`config.mk`:
```
export PLATFORM = sky130hd
export DESIGN_NAME = timer_channel
export DESIGN_NICKNAME = d
export VERILOG_FILES = /design/src/rtl/tch_pkg.sv /design/src/rtl/tch_edge_det.sv /design/src/rtl/tch_ge_cmp.sv /design/src/rtl/tch_pin_next.sv /design/src/rtl/timer_channel.sv
export SDC_FILE = /design/constraint.sdc
export NUM_CORES = 1
export LEC_CHECK = 0
export BUFFER_PORTS_ARGS = -buffer_cell sky130_fd_sc_hd__buf_4
export CAP_MARGIN = 30
export CORE_AREA = 2 2 85 87
export DETAILED_ROUTE_END_ITERATION = 16
export DIE_AREA = 0 0 87 89
export SYNTH_ARGS = -nofsm -noshare
export SYNTH_HDL_FRONTEND = slang
export SYNTH_HIERARCHICAL = 1
export SYNTH_SLANG_ARGS = --single-unit
```
`constraint.sdc`:
```
create_clock -name clk -period 3.35 [get_ports clk]
set_input_delay 0.1675 -clock clk [delete_from_list [all_inputs] [get_ports clk]]
set_output_delay 0.1675 -clock clk [all_outputs]
set_load 0.02 [all_outputs]
```
`src/rtl/tch_pkg.sv`:
```
package tch_pkg;
    typedef enum logic [2:0] {
        OP_NOP   = 3'd0,
        OP_WRCMP = 3'd1,
        OP_CFG   = 3'd2,
        OP_CLR   = 3'd3,
        OP_FORCE = 3'd4
    } tch_op_e;

    typedef enum logic [1:0] {
        EDGE_NONE = 2'd0,
        EDGE_RISE = 2'd1,
        EDGE_FALL = 2'd2,
        EDGE_BOTH = 2'd3
    } tch_edge_e;

    typedef enum logic [1:0] {
        ACT_KEEP   = 2'd0,
        ACT_HIGH   = 2'd1,
        ACT_LOW    = 2'd2,
        ACT_TOGGLE = 2'd3
    } tch_act_e;
endpackage

```
`src/rtl/tch_edge_det.sv`:
```
module tch_edge_det
    import tch_pkg::*;
(
    input  logic      clk,
    input  logic      rst_n,
    input  logic      pin_in,
    input  tch_edge_e mode,
    input  logic      enable,
    output logic      hit
);
    typedef struct packed {
        logic prev;
        logic seen;
    } ed_t;

    ed_t  s_d, s_q;
    logic rise, fall;
    logic [1:0] mode_bits;

    always_comb begin
        s_d      = s_q;
        s_d.prev = pin_in;
        s_d.seen = 1'b1;
        mode_bits = mode;
        rise = s_q.seen &  pin_in & ~s_q.prev;
        fall = s_q.seen & ~pin_in &  s_q.prev;
        hit  = enable & ((rise & mode_bits[0]) | (fall & mode_bits[1]));
    end

    always_ff @(posedge clk or negedge rst_n) begin
        if (!rst_n) s_q <= '0;
        else        s_q <= s_d;
    end


    rise_tracks_chk: assert property (@(posedge clk) disable iff (!rst_n)
        rise |=> s_q.prev);
endmodule

```
`src/rtl/tch_ge_cmp.sv`:
```
module tch_ge_cmp #(
    parameter int W = 16
) (
    input  logic [W-1:0] tb_a,
    input  logic [W-1:0] tb_b,
    input  logic         sel_b,
    input  logic [W-1:0] cmp,
    output logic         ge
);
    localparam int MSB = W - 1;
    logic [W-1:0] tb_sel, diff;

    always_comb begin
        tb_sel = sel_b ? tb_b : tb_a;
        diff   = tb_sel - cmp;
        ge     = ~diff[MSB];
    end
endmodule

```
`src/rtl/tch_pin_next.sv`:
```
module tch_pin_next
    import tch_pkg::*;
(
    input  logic     pin_q,
    input  tch_act_e act,
    input  logic     fire,
    input  logic     is_out,
    input  logic     force_en,
    input  logic     force_val,
    output logic     pin_d
);
    always_comb begin
        pin_d = pin_q;
        if (force_en) begin
            pin_d = force_val;
        end else if (fire && is_out) begin
            case (act)
                ACT_HIGH:   pin_d = 1'b1;
                ACT_LOW:    pin_d = 1'b0;
                ACT_TOGGLE: pin_d = ~pin_q;
                default:    pin_d = pin_q;
            endcase
        end
    end
endmodule

```
`src/rtl/timer_channel.sv`:
```
module timer_channel
    import tch_pkg::*;
#(
    parameter int W = 16
) (
    input  logic         clk,
    input  logic         rst_n,
    input  logic [W-1:0] tb_a,
    input  logic [W-1:0] tb_b,
    input  logic         pin_in,
    input  logic         ctrl_valid,
    input  logic [2:0]   ctrl_op,
    input  logic [W-1:0] ctrl_data,
    output logic         pin_out,
    output logic         pin_oe,
    output logic [W-1:0] capture_val,
    output logic [1:0]   svc_req
);
    typedef struct packed {
        logic [W-1:0] cmp;
        logic [W-1:0] cap;
        logic         armed;
        logic         fcap;
        logic         fmatch;
        logic         msel;
        logic         csel;
        logic [1:0]   emode;
        logic [1:0]   act;
        logic         dir_out;
        logic         pin;
    } st_t;

    st_t      s_d, s_q;
    tch_op_e  op;
    logic     ge, fire, edge_hit, is_wr, is_force, pin_nx;
    logic [W-1:0] tb_cap;

    assign op       = tch_op_e'(ctrl_op);
    assign is_wr    = ctrl_valid && (op == OP_WRCMP);
    assign is_force = ctrl_valid && (op == OP_FORCE);

    tch_ge_cmp #(.W(W)) cmp_i (
        .tb_a  (tb_a),
        .tb_b  (tb_b),
        .sel_b (s_q.msel),
        .cmp   (s_q.cmp),
        .ge    (ge)
    );

    tch_edge_det edge_i (
        .clk    (clk),
        .rst_n  (rst_n),
        .pin_in (pin_in),
        .mode   (tch_edge_e'(s_q.emode)),
        .enable (!s_q.dir_out),
        .hit    (edge_hit)
    );

    assign fire = s_q.armed && ge;

    tch_pin_next pin_i (
        .pin_q     (s_q.pin),
        .act       (tch_act_e'(s_q.act)),
        .fire      (fire),
        .is_out    (s_q.dir_out),
        .force_en  (is_force),
        .force_val (ctrl_data[0]),
        .pin_d     (pin_nx)
    );

    always_comb begin
        s_d     = s_q;
        tb_cap  = s_q.csel ? tb_b : tb_a;
        s_d.pin = pin_nx;
        if (fire) begin
            s_d.armed  = 1'b0;
            s_d.fmatch = 1'b1;
        end
        if (edge_hit) begin
            s_d.cap  = tb_cap;
            s_d.fcap = 1'b1;
        end
        if (ctrl_valid) begin
            case (op)
                OP_WRCMP: begin
                    s_d.cmp   = ctrl_data;
                    s_d.armed = 1'b1;
                end
                OP_CFG: begin
                    s_d.msel    = ctrl_data[0];
                    s_d.csel    = ctrl_data[1];
                    s_d.emode   = ctrl_data[3:2];
                    s_d.act     = ctrl_data[5:4];
                    s_d.dir_out = ctrl_data[6];
                end
                OP_CLR: begin
                    if (ctrl_data[0] && !edge_hit) s_d.fcap   = 1'b0;
                    if (ctrl_data[1] && !fire)     s_d.fmatch = 1'b0;
                end
                default: ;
            endcase
        end
    end

    always_ff @(posedge clk or negedge rst_n) begin
        if (!rst_n) s_q <= '0;
        else        s_q <= s_d;
    end

    assign pin_out     = s_q.pin;
    assign pin_oe      = s_q.dir_out;
    assign capture_val = s_q.cap;
    assign svc_req     = {s_q.fmatch, s_q.fcap};


    one_shot_chk: assert property (@(posedge clk) disable iff (!rst_n)
        (fire && !is_wr) |=> !s_q.armed);

    match_src_chk: assert property (@(posedge clk) disable iff (!rst_n)
        $rose(s_q.fmatch) |-> $past(s_q.armed));

    cap_hold_chk: assert property (@(posedge clk) disable iff (!rst_n)
        !edge_hit |=> $stable(s_q.cap));

    in_pin_hold_chk: assert property (@(posedge clk) disable iff (!rst_n)
        (!s_q.dir_out && !is_force) |=> $stable(s_q.pin));

    set_wins_chk: assert property (@(posedge clk) disable iff (!rst_n)
        edge_hit |=> s_q.fcap);

    out_no_cap_chk: assert property (@(posedge clk) disable iff (!rst_n)
        s_q.dir_out |-> !edge_hit);
endmodule

```
==> results of run 1 <==
-- registers in the layout, summed over array words and instances (netlist names) --
name and count:
pin_oe 1, edge_i/s_q 2, capture_val 16, svc_req 2
s_q 23, pin_out 1
-- metal layers --
metal / up-vias / global-route usage / wire (um) / share of wire
met5: - / 0 / 0 / 0
met4: 0 / 0.0511 / 82 / 0.015
met3: 7 / 0.0305 / 247 / 0.046
met2: 44 / 0.230 / 2460 / 0.46
met1: 836 / 0.201 / 2530 / 0.48
li1: 909 / - / - / -
-- what timing repair did --
action	in CTS	in global routing
hold buffers	2	0
gates resized for setup	0	0
endpoints found under the hold margin	46	0
-- metrics by stage --
step / worst slack [ns] / instance area, sq um
2_1_floorplan: 0.832 / 2630
6_report: 0.436 / 3230
5_1_grt: 0.253 / 3230
3_3_place_gp: 0.595 / 3080
3_5_place_dp: 0.457 / 3080
4_1_cts: 0.428 / 3220
-- power groups by stage --
stage	Sequential, mW	Clock (mW)	Combinational, mW
after floorplan	0.806	0	0.698
after global placement	0.859	0	0.810
after detailed placement	0.864	0	0.822
after CTS	0.854	0.445	0.826
after global routing	0.882	0.467	0.904
final	0.849	0.429	0.814
-- cell type report --
type	count	area share
multi-input combinational	144	0.376
sequential	45	0.348
timing repair buffer	78	0.185
tap	80	0.0310
clock buffer	6	0.0256
inverter	19	0.0221
clock inverter	2	0.0116
-- worst paths after layout --
check / startpoint / endpoint / slack (ns) / cells after the start
worst min-delay path: ctrl_data[1] / svc_req[1]$_DFF_PN0_ / 0.07 / 2
worst max-delay path: s_q[7]$_DFFE_PN0P_ / pin_out$_DFF_PN0_ / 0.44 / 11
max in group asynchronous: rst_n / capture_val[9]$_DFFE_PN0P_ / 2.56 / 2
worst min register to register: s_q[28]$_DFFE_PN0P_ / s_q[28]$_DFFE_PN0P_ / 0.52 / 1
worst max register to register: s_q[7]$_DFFE_PN0P_ / pin_out$_DFF_PN0_ / 0.44 / 11
min in group asynchronous: rst_n / edge_i/s_q[1]$_DFF_PN0_ / 0.40 / 2
-- cell families (layout without fill, tap and decap cells) --
logic type	after synthesis	count (layout)	share of synthesized area
mux	55	55	0.240
compound gates	35	35	0.0763
fa+ha+maj	14	14	0.0667
other cells	1	1	0.00143
simple gates	37	37	0.0705
xor+xnor	2	2	0.00667
flops	45	45	0.429
buf+inv	48	105	0.109
-- cells in the final DEF (no fill, tap or decap), types with 6 or more instances in the layout --
| master | instances |
|---|---|
| clkbuf_8 | 6 |
| ha_1 | 14 |
| mux2i_1 | 18 |
| nand2_1 | 8 |
| inv_1 | 19 |
| nor2_1 | 20 |
| mux2_2 | 28 |
| dfrtp_1 | 45 |
| a21oi_1 | 22 |
| buf_4 | 75 |
| mux2_4 | 9 |
-- worst max-delay path, stage by stage, from the launching register on --
cell and delay [ns]:
dfrtp_1 0.79, mux2_2 0.42, ha_1 0.32, nand4_1 0.13, nor3_1 0.29, a32oi_1 0.14, o211ai_1 0.12, xnor2_1 0.19
nand2_1 0.11, inv_1 0.09, a41o_1 0.16, o21ai_1 0.05
==> results.txt, run 1 <==
Non-Filler Instances: 374
Final antenna-violating net count: 0
Share of cells above drive strength 1: 0.429
Main synth FF type: dfrtp_1
Reg area: 0.00113 sq mm
HP Class: input port to flop
Clock share of power: 0.205
IO Port Bufs: 74
# setup viols final: 0
GRT Total Usage: 0.146
Maximum vdd drop: 0.226 mV
TritonCTS Buffers: 5
Die area: 0.00774 sq mm
CTS tree: built
Seq/Total Area, Yosys: 0.429
Commonest cells in the netlist: 45 x dfrtp_1, 28 x mux2_2, 23 x a21oi_1
Initial Util: 0.391
Min cycle time layout: 2.91 ns
NumNets Final: 362
Post-route setup TNS: 0 ns
P&R area growth vs syn: 23.1%
Clk_skew: 0.0120 ns
Synth Cell Area: 0.00263 sq mm
Count of cell types in the netlist: 32
Ys Warns: 6
Largest net degree at the start of global routing: 46
FP Rows: 30
Root Buffer: clkbuf_8
DR iter-0 viols: 54
Placer congestion estimate: 0.771
Max Root-Sink Buffers: 2
Routed vias: 1,796
Max Slew Vio Count: 0
Die height: 89 um
Via density: 4.80
Worst-Margin Slew: 0.865 ns
Data arrival time of the critical path: 3.11 ns
Period Utilization, post-route: 0.870
Final Hold Vio Count: 0
Top post-synthesis cells by area: dfrtp_1 43%, mux2_2 12%, mux2i_1 6.9%, ha_1 6.7%, buf_4 5.4%
Startpoint Class: flop
Post-detail-place hpwl: 4.10 mm
Yosys reg bits: 45
# placed instances: 363
Peak Freq: 0.343 GHz
Setup Buffers After CTS: 0
Vias in the first global route: 1,869
Sink Count: 45
Count leader, synth: dfrtp_1
Multi-input gate area: 0.00122 sq mm
Net Sw Frac: 0.342
Post-synth ARST share: 1.00
Ant diodes: 0
Endpoint class of the critical path: flop
Max cap viols: 0
Status: finished clean
WP data required: 3.54 ns
Die Wd: 87 um
Gr ovfl total: 0
Initial antenna violation count: 0
Clk slew on worst S/H paths: 0.09 ns
Flop pwr share: 0.406
Final wirelength: 5.32 mm
Crit Path Category: flop to flop
Headroom to the max-slew limit: 0.423
Pwr dens: 647 mW/mm^2
Int Power: 1.38 mW
Hold Slack: 0.0683 ns
Worst skew pair latency: 0.30 ns
Top cell type's share of synthesized area: 0.429
Htree depth: 2
Post-synth EDFFs: 0
First-pass GRT wire length: 8.77 mm
RSZ-0062 raised after global routing: no
Sw Pwr: 0.715 mW
Critical path fanouts, max: 17
Syn nets: 306
Fillers: 630
Drt wl/cell: 14.2 um
Dominant cell type by area after synthesis: dfrtp_1
Syn Area/Cell: 11.1 sq um
Total Power: 2.09 mW
Gate power share: 0.389
DR DRC count: 0
I/O Pins: 75
Core Util, Final: 0.481
Pleak: 1.58 nW
Core ar.: 0.00672 sq mm
Syn Inst Count: 237
Router iterations before antenna repair: 4
(Power assumes the default switching activity.)
==> run 2, diff against run 1 <==
--- a/config.mk
+++ b/config.mk
@@ -7,10 +7,9 @@
 export LEC_CHECK = 0
 export BUFFER_PORTS_ARGS = -buffer_cell sky130_fd_sc_hd__buf_4
 export CAP_MARGIN = 30
-export CORE_AREA = 2 2 85 87
+export CORE_AREA = 2 2 83 85
 export DETAILED_ROUTE_END_ITERATION = 16
-export DIE_AREA = 0 0 87 89
+export DIE_AREA = 0 0 85 87
 export SYNTH_ARGS = -nofsm -noshare
 export SYNTH_HDL_FRONTEND = slang
-export SYNTH_HIERARCHICAL = 1
 export SYNTH_SLANG_ARGS = --single-unit
==> results.txt, run 2 <==
NumNets Final: 384 (was 362)
Clk_skew: 0.00366 ns (was 0.0120 ns)
Routed vias: 1,952 (was 1,796)
Crit path largest cell delay: 0.77 ns (was 0.79 ns)
Share of cells above drive strength 1: 0.346 (was 0.429)
Max reg flops: 23 (unchanged)
Main synth FF type: dfrtp_1 (unchanged)
Root Buffer: clkbuf_8 (unchanged)
Max cap viols: 0 (unchanged)
Startpoint Class: flop (unchanged)
I/O Pins: 75 (unchanged)
Min cycle time layout: 2.86 ns (was 2.91 ns)
TritonCTS Buffers: 5 (unchanged)
Final Hold Vio Count: 0 (unchanged)
Initial Util: 0.389 (was 0.391)
Ant diodes: 0 (unchanged)
Max Root-Sink Buffers: 2 (unchanged)
Period Utilization, post-route: 0.853 (was 0.870)
Post-synth ARST share: 1.00 (unchanged)
Sink Count: 45 (unchanged)
Dominant cell type by area after synthesis: dfrtp_1 (unchanged)
Synth Cell Area: 0.00255 sq mm (was 0.00263 sq mm)
Gr ovfl total: 0 (unchanged)
Reg-to-reg critical path startpoint: s_q[7]$_DFFE_PN0P_ (unchanged)
Hold_sp: ctrl_data[9] (was ctrl_data[1])
Status: finished clean (unchanged)
Syn Inst Count: 259 (was 237)
# setup viols final: 0 (unchanged)
Post-synth EDFFs: 0 (unchanged)
Max stage delay cell, worst path: dfrtp_1 (unchanged)
Commonest cells in the netlist: 45 x dfrtp_1, 24 x nand2_1, 23 x mux2_2 (was 45 x dfrtp_1, 28 x mux2_2, 23 x a21oi_1)
Commonest non-fill, non-tap cells in the layout: 76 x buf_4, 45 x dfrtp_1, 24 x nand2_1, 23 x mux2_2, 22 x a21oi_1 (was 75 x buf_4, 45 x dfrtp_1, 28 x mux2_2, 22 x a21oi_1, 20 x nor2_1)
Drt wl/cell: 14.1 um (was 14.2 um)
Critical path fanouts, max: 17 (unchanged)
Htree depth: 2 (unchanged)
CP cell instances: mux2_2 -> ha_1 -> nand4_1 -> nor3_1 -> a32oi_1 -> and3_1 -> or3_1 -> a211oi_2 (was mux2_2 -> ha_1 -> nand4_1 -> nor3_1 -> a32oi_1 -> o211ai_1 -> xnor2_1 -> nand2_1 -> inv_1 -> a41o_1 -> o21ai_1)
Crit Path Category: flop to flop (unchanged)
Hold Slack: 0.0730 ns (was 0.0683 ns)
Max Slew Vio Count: 0 (unchanged)
Router iterations before antenna repair: 4 (unchanged)
Seq/Total Area, Yosys: 0.441 (was 0.429)
Post-detail-place hpwl: 4.39 mm (was 4.10 mm)
Maximum vdd drop: 0.293 mV (was 0.226 mV)
P&R area growth vs syn: 24.2% (was 23.1%)
DR DRC count: 0 (unchanged)
Count leader, synth: dfrtp_1 (unchanged)
Top post-synthesis cells by area: dfrtp_1 44%, mux2_2 10%, mux2i_1 7.1%, ha_1 6.9%, buf_4 5.3% (was dfrtp_1 43%, mux2_2 12%, mux2i_1 6.9%, ha_1 6.7%, buf_4 5.4%)
HP Class: input port to flop (unchanged)
DR iter-0 viols: 67 (was 54)
Final antenna-violating net count: 0 (unchanged)
Core ar.: 0.00657 sq mm (was 0.00672 sq mm)
Final wirelength: 5.58 mm (was 5.32 mm)
Die height: 87 um (was 89 um)
WP data required: 3.57 ns (was 3.54 ns)
Worst skew pair latency: 0.29 ns (was 0.30 ns)
Most common cell after layout, fill and taps aside: buf_4 (unchanged)
Syn Area/Cell: 9.86 sq um (was 11.1 sq um)
R2R Path End: pin_out$_DFFE_PN0P_ (was pin_out$_DFF_PN0_)
Die Wd: 85 um (was 87 um)
Initial antenna violation count: 0 (unchanged)
CTS tree: built (unchanged)
Top cell type's share of synthesized area: 0.441 (was 0.429)
Register-to-Register Path Depth: 8 (was 11)
Vias in the first global route: 1,960 (was 1,869)
Die area: 0.00740 sq mm (was 0.00774 sq mm)
Via density: 4.94 (was 4.80)
Flop2flop setup slack: 0.49 ns (was 0.44 ns)
Pleak: 1.50 nW (was 1.58 nW)
Clk slew on worst S/H paths: 0.08 ns (was 0.09 ns)
Post-route setup TNS: 0 ns (unchanged)
GRT Total Usage: 0.159 (was 0.146)
Largest net degree at the start of global routing: 46 (unchanged)
Placer congestion estimate: 0.804 (was 0.771)
Reg with most FFs: s_q (unchanged)
Data arrival time of the critical path: 3.07 ns (was 3.11 ns)
Ys Warns: 0 (was 6)
Pwr dens: 632 mW/mm^2 (was 647 mW/mm^2)
Headroom to the max-slew limit: 0.426 (was 0.423)
FP Rows: 30 (unchanged)
Worst-Margin Slew: 0.860 ns (was 0.865 ns)
Total Power: 2.01 mW (was 2.09 mW)
First-pass GRT wire length: 9.40 mm (was 8.77 mm)
RSZ-0062 raised after global routing: no (unchanged)
Hold endpoint: s_q[36]$_DFFE_PN0P_ (was svc_req[1]$_DFF_PN0_)
Fillers: 637 (was 630)
Yosys reg bits: 45 (unchanged)
Hold Path Depth: 3 (was 2)
IO Port Bufs: 74 (unchanged)
Count of cell types in the netlist: 34 (was 32)
Endpoint class of the critical path: flop (unchanged)
Peak Freq: 0.350 GHz (was 0.343 GHz)
Syn nets: 328 (was 306)
[run 2: cell types whose count changed after synthesis, moves of 3 or more]
cell,before,now
nand2_1,8,24
mux2_2,28,23
clkbuf_1,4,10
inv_1,19,16
o21ai_0,2,16
nand2b_1,0,3
mux2_4,9,0
a31oi_1,3,0
[run 2: kinds of logic (layout without fill, tap and decap cells)]
group	Yosys count	in the layout	synth area share
other	1	1	0.00147
flip-flops	45	45	0.441
multiplexers	41	41	0.172
buffers and inverters	46	102	0.0975
AND/OR/NAND/NOR	63	63	0.110
adder cells (fa/ha/maj)	14	14	0.0686
XOR/XNOR	1	1	0.00343
AO/OA/AOI/OAI	48	48	0.107
[run 2: critical path: cells and delay by family, from the launching register on]
kind | cells | cell delay (ns)
compound gates | 2 | 0.31
fa+ha+maj | 1 | 0.31
flops | 1 | 0.77
mux | 1 | 0.43
simple gates | 4 | 0.96
[run 2: how the worst max path moves through the flow]
stage / start / to / slack [ns] / depth (start not counted)
finish: s_q[7]$_DFFE_PN0P_ / pin_out$_DFFE_PN0P_ / 0.49 / 8
global route: s_q[7]$_DFFE_PN0P_ / pin_out$_DFFE_PN0P_ / 0.31 / 8
CTS: s_q[7]$_DFFE_PN0P_ / pin_out$_DFFE_PN0P_ / 0.51 / 8
detailed placement: s_q[7]$_DFFE_PN0P_ / pin_out$_DFFE_PN0P_ / 0.52 / 8
global placement: s_q[7]$_DFFE_PN0P_ / pin_out$_DFFE_PN0P_ / 0.61 / 8
floorplan: s_q[7]$_DFFE_PN0P_ / pin_out$_DFFE_PN0P_ / 0.67 / 10
[run 2: metal layers]
layer	vias to the layer above	wire, um	track usage
met5	-	0	0
met4	0	76	0.0476
met3	8	276	0.0275
met2	40	2730	0.266
met1	919	2500	0.211
li1	985	-	-
[run 2: area by class of cell]
type | count | area (sq um) | area share
Sequential cell | 45 | 1130 | 0.355
Inverter | 16 | 60.1 | 0.0189
Multi-Input combinational cell | 168 | 1180 | 0.372
Clock buffer | 6 | 82.6 | 0.0260
Clock inverter | 1 | 7.51 | 0.00237
Tap cell | 80 | 100 | 0.0315
Timing Repair Buffer | 79 | 618 | 0.195
[run 2: what timing repair did]
action | in CTS | in global routing
endpoints found under the hold margin | 46 | 0
resized for setup | 0 | 0
hold buffers | 2 | 0
setup buffers | 0 | 0
[run 2: power breakdown]
part	internal (mW)	switching [mW]
combinational	0.409	0.419
clock	0.163	0.179
sequential	0.712	0.123
[run 2: stage by stage]
stage | instances | setup slack [ns] | util | instance area (sq um)
floorplan | 259 | 0.667 | - | 2550
global placement | 384 | 0.609 | 0.461 | 3030
detailed placement | 385 | 0.515 | 0.465 | 3060
CTS | 394 | 0.509 | 0.482 | 3170
global route | 395 | 0.308 | 0.483 | 3170
finish | 395 | 0.491 | 0.483 | 3170
==> run 3, diff against run 2 <==
--- a/config.mk
+++ b/config.mk
@@ -7,9 +7,10 @@
 export LEC_CHECK = 0
 export BUFFER_PORTS_ARGS = -buffer_cell sky130_fd_sc_hd__buf_4
 export CAP_MARGIN = 30
-export CORE_AREA = 2 2 83 85
+export CORE_AREA = 2 2 74 76
 export DETAILED_ROUTE_END_ITERATION = 16
-export DIE_AREA = 0 0 85 87
+export DIE_AREA = 0 0 76 78
+export PLACE_DENSITY = 0.78
 export SYNTH_ARGS = -nofsm -noshare
 export SYNTH_HDL_FRONTEND = slang
 export SYNTH_SLANG_ARGS = --single-unit
==> constraint.sdc (replaced) <==
create_clock -name clk -period 3.35 [get_ports clk]
set_input_delay 0.1675 -clock clk [delete_from_list [all_inputs] [get_ports clk]]
set_output_delay 0.1675 -clock clk [all_outputs]
set_load 0.1 [all_outputs]
==> results.txt, run 3 (synthesized netlist as in run 2, its figures left out) <==
Drt wl/cell: 14.3 um (was 14.1 um)
DR iter-0 viols: 70 (was 67)
Reg area: 0.00113 sq mm (unchanged)
Placer congestion estimate: 0.917 (was 0.804)
Status: finished clean (unchanged)
Final antenna-violating net count: 0 (unchanged)
Commonest non-fill, non-tap cells in the layout: 75 x buf_4, 45 x dfrtp_1, 24 x nand2_1, 23 x mux2_2, 22 x a21oi_1 (was 76 x buf_4, 45 x dfrtp_1, 24 x nand2_1, 23 x mux2_2, 22 x a21oi_1)
Crit Path Category: flop to flop (unchanged)
Design area: 0.00315 sq mm (was 0.00317 sq mm)
Period Utilization, post-route: 0.846 (was 0.853)
Startpoint Class: flop (unchanged)
NumNets Final: 383 (was 384)
Endpoint class of the critical path: flop (unchanged)
Clk_skew: 0.0113 ns (was 0.00366 ns)
Die Wd: 76 um (was 85 um)
Initial antenna violation count: 0 (unchanged)
CTS tree: built (unchanged)
Vias in the first global route: 2,076 (was 1,960)
Setup Buffers After CTS: 0 (unchanged)
Core ar.: 0.00504 sq mm (was 0.00657 sq mm)
Via density: 5.19 (was 4.94)
Router iterations before antenna repair: 4 (unchanged)
Data arrival time of the critical path: 3.06 ns (was 3.07 ns)
Worst-Margin Slew: 0.869 ns (was 0.860 ns)
Largest net degree at the start of global routing: 46 (unchanged)
Most common cell after layout, fill and taps aside: buf_4 (unchanged)
# setup viols final: 0 (unchanged)
Crit path largest cell delay: 0.74 ns (was 0.77 ns)
Htree depth: 2 (unchanged)
Pleak: 1.49 nW (was 1.50 nW)
Maximum vdd drop: 0.530 mV (was 0.293 mV)
TritonCTS Buffers: 5 (unchanged)
Peak Freq: 0.353 GHz (was 0.350 GHz)
Max reg flops: 23 (unchanged)
Fillers: 428 (was 637)
Max stage delay cell, worst path: dfrtp_1 (unchanged)
Multi-input gate area: 0.00118 sq mm (unchanged)
Share of cells above drive strength 1: 0.344 (was 0.346)
CP cell instances: mux2_2 -> ha_1 -> nand4_1 -> nor3_1 -> a32oi_1 -> and3_1 -> or3_1 -> a211oi_2 (unchanged)
Die height: 78 um (was 87 um)
HP Class: input port to flop (unchanged)
Max cap viols: 0 (unchanged)
Clk slew on worst S/H paths: 0.09 ns (was 0.08 ns)
IO Port Bufs: 74 (unchanged)
Ant diodes: 0 (unchanged)
Gr ovfl total: 0 (unchanged)
RSZ-0062 raised after global routing: no (unchanged)
I/O Pins: 75 (unchanged)
Reg with most FFs: s_q (unchanged)
Initial Util: 0.507 (was 0.389)
Critical path fanouts, max: 17 (unchanged)
P&R area growth vs syn: 23.5% (was 24.2%)
Worst skew pair latency: 0.30 ns (was 0.29 ns)
First-pass GRT wire length: 9.42 mm (was 9.40 mm)
Post-detail-place hpwl: 4.31 mm (was 4.39 mm)
Pwr dens: 862 mW/mm^2 (was 632 mW/mm^2)
GRT Total Usage: 0.198 (was 0.159)
Headroom to the max-slew limit: 0.421 (was 0.426)
Final wirelength: 5.51 mm (was 5.58 mm)
Routed vias: 1,994 (was 1,952)
Max Slew Vio Count: 0 (unchanged)
Root Buffer: clkbuf_8 (unchanged)
Die area: 0.00593 sq mm (was 0.00740 sq mm)
Flop2flop setup slack: 0.51 ns (was 0.49 ns)
Sink Count: 45 (unchanged)
Final Hold Vio Count: 0 (unchanged)
FP Rows: 26 (was 30)
DR DRC count: 0 (unchanged)
WP data required: 3.57 ns (about the same)
Placed Area: 0.00304 sq mm (was 0.00306 sq mm)
Min cycle time layout: 2.84 ns (was 2.86 ns)
Post-route setup TNS: 0 ns (unchanged)
Max Root-Sink Buffers: 2 (unchanged)
Resize count post-CTS: 0 (unchanged)
==> run 3: critical path, delay by kind of cell, from the launching register on <==
family	cells	cell delay, ns
AOI/OAI and AO/OA	2	0.32
adders and majority gates	1	0.32
DFF	1	0.74
muxes	1	0.42
and+or+nand+nor	4	0.96
==> run 3: report_power, final <==
part	switching (mW)	internal (mW)	leakage, nW	total (mW)
sequential	0.123	0.713	0.522	0.835
clock	0.180	0.163	0.0433	0.343
combinational	1.13	0.414	0.927	1.54
total	1.43	1.29	1.49	2.72
==> run 3: layout make-up <==
cell class                      count  share of cell area
Timing Repair Buffer               78               0.194
Sequential cell                    45               0.357
Tap cell                           70              0.0278
Clock buffer                        6              0.0262
Inverter                           16              0.0190
Multi-Input combinational cell    168               0.374
Clock inverter                      1             0.00238
==> run 3: timing repair <==
item | CTS | global route
setup endpoints to repair | 0 | 0
endpoints found under the hold margin | 46 | 0
hold buffers | 2 | 0
==> run 3: path summary, 6_finish.rpt <==
| path | startpoint | end | cells past startpoint |
|---|---|---|---|
| max | s_q[7]$_DFFE_PN0P_ | pin_out$_DFFE_PN0P_ | 8 |
| max in group asynchronous | rst_n | capture_val[7]$_DFFE_PN0P_ | 2 |
| min in group asynchronous | rst_n | s_q[36]$_DFFE_PN0P_ | 2 |
| max reg2reg | s_q[7]$_DFFE_PN0P_ | pin_out$_DFFE_PN0P_ | 8 |
| min reg2reg | svc_req[0]$_DFF_PN0_ | svc_req[0]$_DFF_PN0_ | 1 |
| min | ctrl_data[13] | s_q[40]$_DFFE_PN0P_ | 3 |
==> run 3: metrics by stage <==
| step | cells | setup slack (ns) | util | power [mW] | hold WS, ns |
|---|---|---|---|---|---|
| floorplan | 259 | 0.667 | - | 2.19 | -0.128 |
| global placement | 374 | 0.637 | 0.598 | 2.35 | 0.198 |
| detailed placement | 375 | 0.514 | 0.604 | 2.39 | 0.205 |
| CTS | 384 | 0.521 | 0.626 | 2.74 | 0.0699 |
| global route | 384 | 0.329 | 0.626 | 2.86 | 0.0756 |
| finish | 384 | 0.514 | 0.626 | 2.72 | 0.0726 |
==> run 3: routing by layer <==
layer | routed length, um | share of wire | GRT usage | up-vias
met3 | 374 | 0.068 | 0.0477 | 9
li1 | - | - | - | 974
met4 | 81 | 0.015 | 0.0600 | 0
met2 | 2600 | 0.47 | 0.328 | 69
met1 | 2450 | 0.45 | 0.258 | 942
met5 | 0 | 0 | 0 | -
